`src/rtl/adc_front_pkg.sv`:
```
package adc_front_pkg;
  localparam int CHAN_W = 6;
  localparam int WORD_W = 16;

  localparam logic [3:0] OFS_DATA = 4'h0;
  localparam logic [3:0] OFS_MUX  = 4'h2;
  localparam logic [3:0] OFS_STAT = 4'h8;
  localparam logic [3:0] OFS_CTRL = 4'h9;
  localparam logic [3:0] OFS_MODE = 4'hB;

  typedef enum logic [1:0] {
    TRIG_SOFT = 2'd0,
    TRIG_FALL = 2'd1,
    TRIG_RISE = 2'd2,
    TRIG_PACE = 2'd3
  } trig_src_e;

  typedef enum logic [1:0] {
    IRQ_POLL  = 2'd0,
    IRQ_AVAIL = 2'd1,
    IRQ_HALF  = 2'd2,
    IRQ_BURST = 2'd3
  } irq_mode_e;

  typedef struct packed {
    logic clk_sel;
    logic xtrig;
    logic cint;
    logic xint;
    logic eob;
  } flags_t;

  // Left-justify the low 'bits' bits of a sample into a 16-bit word.
  function automatic logic [WORD_W-1:0] justify(input logic [WORD_W-1:0] s, input int bits);
    logic [WORD_W-1:0] m;
    m = '0;
    for (int i = 0; i < WORD_W; i++)
      if (i < bits) m[i] = s[i];
    return m << (WORD_W - bits);
  endfunction
endpackage

```
`src/rtl/adc_trig_sel.sv`:
```
module adc_trig_sel
  import adc_front_pkg::*;
(
  input  logic      clk,
  input  logic      rst_n,
  input  trig_src_e src,
  input  logic      sw_hit,
  input  logic      ext_trig,
  input  logic      pacer_tick,
  input  logic      ext_irq,
  output logic      trig_req,
  output logic      xtrig_hit,
  output logic      xint_rise
);
  logic trig_q, irq_q;

  always_ff @(posedge clk) begin
    if (!rst_n) begin
      trig_q <= 1'b0;
      irq_q  <= 1'b0;
    end else begin
      trig_q <= ext_trig;
      irq_q  <= ext_irq;
    end
  end

  logic rise, fall;
  assign rise      = ext_trig && !trig_q;
  assign fall      = !ext_trig && trig_q;
  assign xint_rise = ext_irq && !irq_q;

  always_comb begin
    trig_req  = 1'b0;
    xtrig_hit = 1'b0;
    unique case (src)
      TRIG_SOFT: trig_req = sw_hit;
      TRIG_FALL: begin trig_req = fall; xtrig_hit = fall; end
      TRIG_RISE: begin trig_req = rise; xtrig_hit = rise; end
      TRIG_PACE: trig_req = pacer_tick;
    endcase
  end
endmodule

```
`src/rtl/adc_conv_stub.sv`:
```
module adc_conv_stub
  import adc_front_pkg::*;
#(
  parameter int RES_BITS    = 12,
  parameter int CONV_CYCLES = 4
) (
  input  logic              clk,
  input  logic              rst_n,
  input  logic              start,
  input  logic [CHAN_W-1:0] chan_in,
  input  logic              last_in,
  input  logic [WORD_W-1:0] sample,
  output logic              busy,
  output logic [CHAN_W-1:0] chan_out,
  output logic              res_valid,
  output logic [WORD_W-1:0] res_data,
  output logic              res_last
);
  localparam int CW = $clog2(CONV_CYCLES + 1);

  logic [CW-1:0] cnt_q;
  logic          busy_q;

  assign busy      = busy_q;
  assign res_valid = busy_q && (cnt_q == '0);

  always_ff @(posedge clk) begin
    if (!rst_n) begin
      busy_q   <= 1'b0;
      cnt_q    <= '0;
      chan_out <= '0;
      res_data <= '0;
      res_last <= 1'b0;
    end else if (start && !busy_q) begin
      busy_q   <= 1'b1;
      cnt_q    <= CW'(CONV_CYCLES - 1);
      chan_out <= chan_in;
      res_last <= last_in;
      res_data <= justify(sample, RES_BITS);
    end else if (busy_q) begin
      if (cnt_q == '0) busy_q <= 1'b0;
      else             cnt_q  <= cnt_q - 1'b1;
    end
  end
endmodule

```
`src/rtl/adc_res_fifo.sv`:
```
module adc_res_fifo
  import adc_front_pkg::*;
#(
  parameter int DEPTH = 8
) (
  input  logic                       clk,
  input  logic                       rst_n,
  input  logic                       in_valid,
  output logic                       in_ready,
  input  logic [WORD_W-1:0]          in_data,
  input  logic                       pop,
  output logic [WORD_W-1:0]          out_data,
  output logic [$clog2(DEPTH+1)-1:0] count,
  output logic                       not_empty,
  output logic                       half,
  output logic                       full
);
  localparam int AW = $clog2(DEPTH);
  localparam int NW = $clog2(DEPTH + 1);

  logic [WORD_W-1:0] mem [DEPTH];
  logic [AW-1:0]     wp_q, rp_q;
  logic [NW-1:0]     cnt_q;
  logic              do_push, do_pop;

  assign full      = (cnt_q == NW'(DEPTH));
  assign not_empty = (cnt_q != '0);
  assign half      = (cnt_q >= NW'(DEPTH / 2));
  assign in_ready  = !full;
  assign do_push   = in_valid && in_ready;
  assign do_pop    = pop && not_empty;
  assign out_data  = mem[rp_q];
  assign count     = cnt_q;

  always_ff @(posedge clk) begin
    if (do_push) mem[wp_q] <= in_data;
  end

  always_ff @(posedge clk) begin
    if (!rst_n) begin
      wp_q  <= '0;
      rp_q  <= '0;
      cnt_q <= '0;
    end else begin
      if (do_push) wp_q <= (wp_q == AW'(DEPTH - 1)) ? '0 : wp_q + 1'b1;
      if (do_pop)  rp_q <= (rp_q == AW'(DEPTH - 1)) ? '0 : rp_q + 1'b1;
      case ({do_push, do_pop})
        2'b10:   cnt_q <= cnt_q + 1'b1;
        2'b01:   cnt_q <= cnt_q - 1'b1;
        default: cnt_q <= cnt_q;
      endcase
    end
  end
endmodule

```
`src/rtl/adc_front_regs.sv`:
```
module adc_front_regs
  import adc_front_pkg::*;
#(
  parameter int RES_BITS    = 12,
  parameter int FIFO_DEPTH  = 8,
  parameter int CONV_CYCLES = 4
) (
  input  logic              clk,
  input  logic              rst_n,
  input  logic [3:0]        bus_addr,
  input  logic              bus_wr,
  input  logic              bus_rd,
  input  logic [WORD_W-1:0] bus_wdata,
  output logic [WORD_W-1:0] bus_rdata,
  input  logic              ext_trig,
  input  logic              pacer_tick,
  input  logic              ext_irq,
  input  logic [WORD_W-1:0] adc_sample,
  output logic              conv_busy,
  output logic [CHAN_W-1:0] conv_chan,
  output logic              irq_req
);
  localparam int NW = $clog2(FIFO_DEPTH + 1);
  localparam logic [6:0] MODE_RST = 7'h60;

  // register state
  logic [7:0]        ctrl_q;
  logic [6:0]        mode_q;
  logic [WORD_W-1:0] mux_q;
  logic [CHAN_W-1:0] scan_q;
  flags_t            flg_q;

  logic wr_data, wr_mux, wr_stat, wr_ctrl, wr_mode, rd_data;
  assign wr_data = bus_wr && (bus_addr == OFS_DATA);
  assign wr_mux  = bus_wr && (bus_addr == OFS_MUX);
  assign wr_stat = bus_wr && (bus_addr == OFS_STAT);
  assign wr_ctrl = bus_wr && (bus_addr == OFS_CTRL);
  assign wr_mode = bus_wr && (bus_addr == OFS_MODE);
  assign rd_data = bus_rd && (bus_addr == OFS_DATA);

  logic [CHAN_W-1:0] first_ch, last_ch;
  assign first_ch = mux_q[CHAN_W-1:0];
  assign last_ch  = mux_q[8 +: CHAN_W];

  // trigger selection
  logic trig_req, xtrig_hit, xint_rise, conv_start;
  adc_trig_sel u_trig (
    .clk(clk), .rst_n(rst_n), .src(trig_src_e'(ctrl_q[1:0])), .sw_hit(wr_data),
    .ext_trig(ext_trig), .pacer_tick(pacer_tick), .ext_irq(ext_irq),
    .trig_req(trig_req), .xtrig_hit(xtrig_hit), .xint_rise(xint_rise)
  );
  assign conv_start = trig_req && !conv_busy;

  // channel pick: differential mode keeps the lower half of the channel space
  logic [CHAN_W-1:0] pick_ch;
  logic              pick_last;
  always_comb begin
    pick_ch = scan_q;
    if (!mode_q[5]) pick_ch[CHAN_W-1] = 1'b0;
    pick_last = (scan_q == last_ch);
  end

  // converter and result link
  logic              res_valid, res_ready, res_last, push_acc;
  logic [WORD_W-1:0] res_data, fifo_head;
  logic [NW-1:0]     fifo_count;
  logic              st_ne, st_half, st_full;

  adc_conv_stub #(.RES_BITS(RES_BITS), .CONV_CYCLES(CONV_CYCLES)) u_conv (
    .clk(clk), .rst_n(rst_n), .start(conv_start), .chan_in(pick_ch),
    .last_in(pick_last), .sample(adc_sample), .busy(conv_busy), .chan_out(conv_chan),
    .res_valid(res_valid), .res_data(res_data), .res_last(res_last)
  );

  adc_res_fifo #(.DEPTH(FIFO_DEPTH)) u_fifo (
    .clk(clk), .rst_n(rst_n), .in_valid(res_valid), .in_ready(res_ready),
    .in_data(res_data), .pop(rd_data), .out_data(fifo_head), .count(fifo_count),
    .not_empty(st_ne), .half(st_half), .full(st_full)
  );
  assign push_acc = res_valid && res_ready;

  // control, mode, mux, scan
  always_ff @(posedge clk) begin
    if (!rst_n) begin
      ctrl_q <= '0;
      mode_q <= MODE_RST;
      mux_q  <= '0;
      scan_q <= '0;
    end else begin
      if (wr_ctrl) ctrl_q <= bus_wdata[7:0];
      if (wr_mode) mode_q <= bus_wdata[6:0];
      if (wr_mux) begin
        mux_q  <= bus_wdata;
        scan_q <= bus_wdata[CHAN_W-1:0];
      end else if (conv_start) begin
        scan_q <= pick_last ? first_ch : scan_q + 1'b1;
      end
    end
  end

  // sticky flags: a set in the same cycle wins over a clear
  always_ff @(posedge clk) begin
    if (!rst_n) begin
      flg_q <= '0;
    end else begin
      if (push_acc)                     flg_q.cint <= 1'b1;
      else if (wr_stat && bus_wdata[0]) flg_q.cint <= 1'b0;
      if (push_acc && res_last)         flg_q.eob  <= 1'b1;
      else if (wr_stat && bus_wdata[0]) flg_q.eob  <= 1'b0;
      if (xtrig_hit)                    flg_q.xtrig <= 1'b1;
      else if (wr_stat && bus_wdata[1]) flg_q.xtrig <= 1'b0;
      if (xint_rise)                    flg_q.xint <= 1'b1;
      else if (wr_stat && bus_wdata[2]) flg_q.xint <= 1'b0;
      if (wr_stat)                      flg_q.clk_sel <= bus_wdata[7];
    end
  end

  // read mux
  always_comb begin
    unique case (bus_addr)
      OFS_DATA: bus_rdata = st_ne ? fifo_head : '0;
      OFS_MUX:  bus_rdata = mux_q;
      OFS_STAT: bus_rdata = {8'h00, flg_q.clk_sel, 1'b0, flg_q.xtrig, flg_q.cint,
                             flg_q.xint, st_full, st_half, st_ne};
      OFS_CTRL: bus_rdata = {8'h00, ctrl_q};
      OFS_MODE: bus_rdata = {9'h000, mode_q};
      default:  bus_rdata = '0;
    endcase
  end

  // interrupt request level
  always_comb begin
    unique case (irq_mode_e'(mode_q[3:2]))
      IRQ_POLL:  irq_req = 1'b0;
      IRQ_AVAIL: irq_req = st_ne;
      IRQ_HALF:  irq_req = st_half;
      IRQ_BURST: irq_req = flg_q.eob;
    endcase
  end
endmodule

```
`config.mk`:
```
export PLATFORM = sky130hd
export DESIGN_NAME = adc_front_regs
export DESIGN_NICKNAME = d
export VERILOG_FILES = /design/src/rtl/adc_front_pkg.sv /design/src/rtl/adc_trig_sel.sv /design/src/rtl/adc_conv_stub.sv /design/src/rtl/adc_res_fifo.sv /design/src/rtl/adc_front_regs.sv
export SDC_FILE = /design/constraint.sdc
export NUM_CORES = 1
export LEC_CHECK = 0
export BUFFER_PORTS_ARGS = -buffer_cell sky130_fd_sc_hd__buf_2
export CAP_MARGIN = 10
export CORE_ASPECT_RATIO = 1.5
export CORE_MARGIN = 4
export CORE_UTILIZATION = 35
export DETAILED_ROUTE_END_ITERATION = 12
export PLACE_DENSITY = 0.47
export SKIP_LAST_GASP = 1
export SYNTH_ARGS = -nofsm -noshare
export SYNTH_HDL_FRONTEND = slang
export SYNTH_HIERARCHICAL = 1
export SYNTH_SLANG_ARGS = --single-unit
```
`constraint.sdc`:
```
create_clock -name clk -period 3.7 [get_ports clk]
set_clock_uncertainty 0.1 [all_clocks]
set_input_delay 0.74 -clock clk [delete_from_list [all_inputs] [get_ports clk]]
set_output_delay 0.74 -clock clk [all_outputs]
set_load 0.01 [all_outputs]
```
==> impl_metrics.env <==
export IMPL_die_x_um=139
export IMPL_ir_worst_vdd_mv=0.346
export IMPL_via_per_inst=5.22
export IMPL_maxCapViolCount=0
export IMPL_synth_seq_area_share_pct=60.8
export IMPL_reg2reg_from="u_fifo/count[1]$_SDFFE_PN0P_"
export IMPL_h_tree_depth=1
export IMPL_final_layout_size_suffix_gt1_share_pct=25.2
export IMPL_dieArea_um2=28300
export IMPL_holdPathStages=2
export IMPL_ys_top_cells_by_count="128 x edfxtp_1, 110 x nand2_1, 80 x dfxtp_1, 37 x a21oi_1, 30 x nand3_1"
export IMPL_routed_wl_mm=21.8
export IMPL_synth_area_um2=8960
export IMPL_cts_setup_buffers=0
export IMPL_highest_layer="met4"
export IMPL_diodes=0
export IMPL_syn_inst=669
export IMPL_p_leak_nw=3.53
export IMPL_hold_path_end="u_trig/irq_q$_SDFF_PN0_"
export IMPL_hold_viol=0
export IMPL_fp_coreArea_um2=25100
export IMPL_pwr_density_cell_nw_per_um2=466
export IMPL_end_kind="output port"
export IMPL_min_period_ps=3450
export IMPL_grt_pass1_wl_mm=34.2
export IMPL_yosys_warnings=6
export IMPL_post_route_period_util_pct=93.3
export IMPL_tightestPinTransition_ps=829
export IMPL_synth_edff_count=128
export IMPL_synth_distinct_cells=68
export IMPL_yosys_area_top_type="edfxtp_1"
export IMPL_clock_latency_ps=500
export IMPL_row_count=71
export IMPL_io_buffers=62
export IMPL_synth_avg_cell_area_um2=13.4
export IMPL_die_height_um=204
export IMPL_synth_area_leaders="edfxtp_1 43%, dfxtp_1 18%, nand2_1 4.6%"
export IMPL_r2r_cells=10
export IMPL_dr_pass1_iters=6
export IMPL_ioPinCount=67
export IMPL_num_vias=5656
export IMPL_outcome="completed"
export IMPL_rsz0062_at_grt="no"
export IMPL_slew_headroom_pct=44.6
export IMPL_cts_root_buffer="clkbuf_16"
export IMPL_min_path_type="in -> reg"
export IMPL_route_met3_wl_um=966
export IMPL_synth_top_flop_cell="edfxtp_1"
export IMPL_reg2reg_slack_ps=1020
export IMPL_track_usage_pct=15.3
export IMPL_grt_antenna_before_repair=0
export IMPL_fmax_mhz=290
export IMPL_arrival_ps=2610
export IMPL_clk_path_buf_depth=3
export IMPL_wirelength_met1_mm=8.71
export IMPL_place_hpwl_mm=14.2
export IMPL_drc=0
export IMPL_first_global_vias=5867
export IMPL_fillers=2349
export IMPL_grt_max_degree=41
export IMPL_synthArstFlopShare_pct=0
export IMPL_fin_util_pct=41.3
export IMPL_cts_inserted_buffers=22
export IMPL_min_from="ext_irq"
export IMPL_critPathLaunchType="flip-flop"
export IMPL_gp_congestion=0.765
export IMPL_area_growth_syn_to_layout_pct=15.8
export IMPL_grt_ovfl_total=0
export IMPL_ant_nets=0
export IMPL_drtIter0Drc=393
export IMPL_met2_length_mm=11.6
export IMPL_finalSetupViolCount=0
export IMPL_slew_violations=0
export IMPL_cts_tree="built"
export IMPL_tns_ps=0
export IMPL_finalNetCount=796
export IMPL_wire_per_inst_um=20.1
export IMPL_critPathRequiredTime_ps=2860
export IMPL_clock_sinks=208
export IMPL_worstReg2RegEnd="u_fifo/count[2]$_SDFFE_PN0P_"
export IMPL_start_util_pct=35.6
export IMPL_worstSetupPathType="reg -> out"
export IMPL_ys_ff_latch=208
export IMPL_synth_top_area_share_pct=42.9
export IMPL_crit_path_max_fanout=15
export IMPL_path_clk_slew_ps=70
export IMPL_synth_most_common_cell="edfxtp_1"
## cell families (layout without fill, tap and decap cells)
group                    count (synthesis)  count (layout)  synth area share (%)
flip-flops                             208             208                  60.8
AND/OR/NAND/NOR                        206             206                  11.2
AO/OA/AOI/OAI                          121             121                  10.1
buffers and inverters                   56             139                  3.73
multiplexers                            51              51                  11.0
adder cells (fa/ha/maj)                 14              14                  1.96
XOR/XNOR                                12              12                  1.17
other                                    1               4                0.0419
## worst max-delay path, stage by stage (launching register included)
cell,delay [ps]
dfxtp_1,860
buf_4,290
mux4_2,290
mux2_2,310
a22o_1,220
buf_2,140
## through the flow
stage,setup slack (ps),total power [mW],hold slack [ps],instances,instance area [um^2]
final,247,4.83,351,1083,10400
after global routing,91.1,5.02,347,1083,10400
after CTS,126,4.90,335,1083,10400
after detailed placement,126,2.75,350,1043,9670
after global placement,154,2.74,344,1043,9670
after floorplan,559,2.67,336,672,8970
## power by group
group | switching (mW) | internal, mW | leakage [nW]
Sequential | 0.0260 | 2.47 | 1.80
Combinational | 0.123 | 0.0793 | 1.41
Clock | 0.902 | 1.23 | 0.327
## cell usage in the layout, fill, tap and decap left out, types with 3 or more instances in the layout
| master | synthesis | routed |
|---|---|---|
| nor2_1 | 11 | 11 |
| mux2_2 | 17 | 17 |
| o21ai_0 | 7 | 7 |
| nor2b_1 | 4 | 4 |
| or3_1 | 5 | 5 |
| mux4_1 | 15 | 15 |
| conb_1 | 1 | 4 |
| xnor2_1 | 8 | 8 |
| buf_4 | 9 | 24 |
| nand3_1 | 30 | 30 |
| clkinv_1 | 1 | 5 |
| nand3b_1 | 3 | 3 |
| and2_1 | 7 | 6 |
| nand2_1 | 110 | 110 |
| ha_1 | 14 | 14 |
| mux4_2 | 17 | 17 |
| nand2_2 | 4 | 4 |
| dfxtp_1 | 80 | 79 |
| a21boi_0 | 14 | 14 |
| nor3_2 | 0 | 4 |
| a22o_1 | 9 | 9 |
| inv_1 | 10 | 10 |
| edfxtp_1 | 128 | 128 |
| a21boi_2 | 13 | 13 |
| nand2b_1 | 8 | 8 |
| clkinvlp_4 | 0 | 5 |
| buf_2 | 9 | 62 |
| a222oi_1 | 8 | 8 |
| clkbuf_16 | 0 | 23 |
| a22oi_1 | 11 | 11 |
| xor2_1 | 4 | 4 |
| a21oi_1 | 37 | 37 |
| o21a_1 | 3 | 3 |
## cell type report
type | count | area (um^2) | area share, %
inverter | 11 | 41.3 | 0.398
tap | 328 | 410 | 3.96
clock buffer | 26 | 597 | 5.75
timing repair buffer | 88 | 531 | 5.12
multi-input combinational | 408 | 3240 | 31.2
clock inverter | 14 | 106 | 1.03
sequential | 208 | 5450 | 52.5
## state kept, by name, indices dropped and copies added (netlist names), named ones only
name             count
mode_q               7
u_fifo/wp_q          3
u_trig/irq_q         1
flg_q                5
mux_q               16
u_conv/busy          1
u_conv/chan_out      6
u_fifo/mem         128
u_trig/trig_q        1
ctrl_q               8
u_conv/cnt_q         3
u_conv/res_data     12
scan_q               6
u_fifo/rp_q          3
u_fifo/count         4
u_conv/res_last      1
## per-layer routing
metal	vias up	GRT usage [%]
met5	-	0
met4	0	4.44
met3	34	2.20
met2	157	28.6
met1	2813	18.2
li1	2652	-
## worst max path at each step
| stage | cells past startpoint | start | endpoint | slack (ps) |
|---|---|---|---|---|
| finish | 5 | flip-flop | bus_rdata[15] | 250 |
| CTS | 6 | bus_addr[1] | bus_rdata[13] | 130 |
| floorplan | 5 | u_conv/cnt_q[0]$_SDFFE_PN0P_ | u_fifo/mem[0][0]$_DFFE_PP_ | 560 |
| detailed placement | 6 | bus_addr[1] | bus_rdata[13] | 130 |
| global route | 5 | flip-flop | bus_rdata[15] | 90 |
| global placement | 6 | bus_addr[1] | bus_rdata[13] | 150 |
## timing repair
item,in CTS,in global routing
hold buffers,0,0
gates resized for setup,0,1
endpoints found under the setup margin,0,8
(Power assumes the default switching activity.)
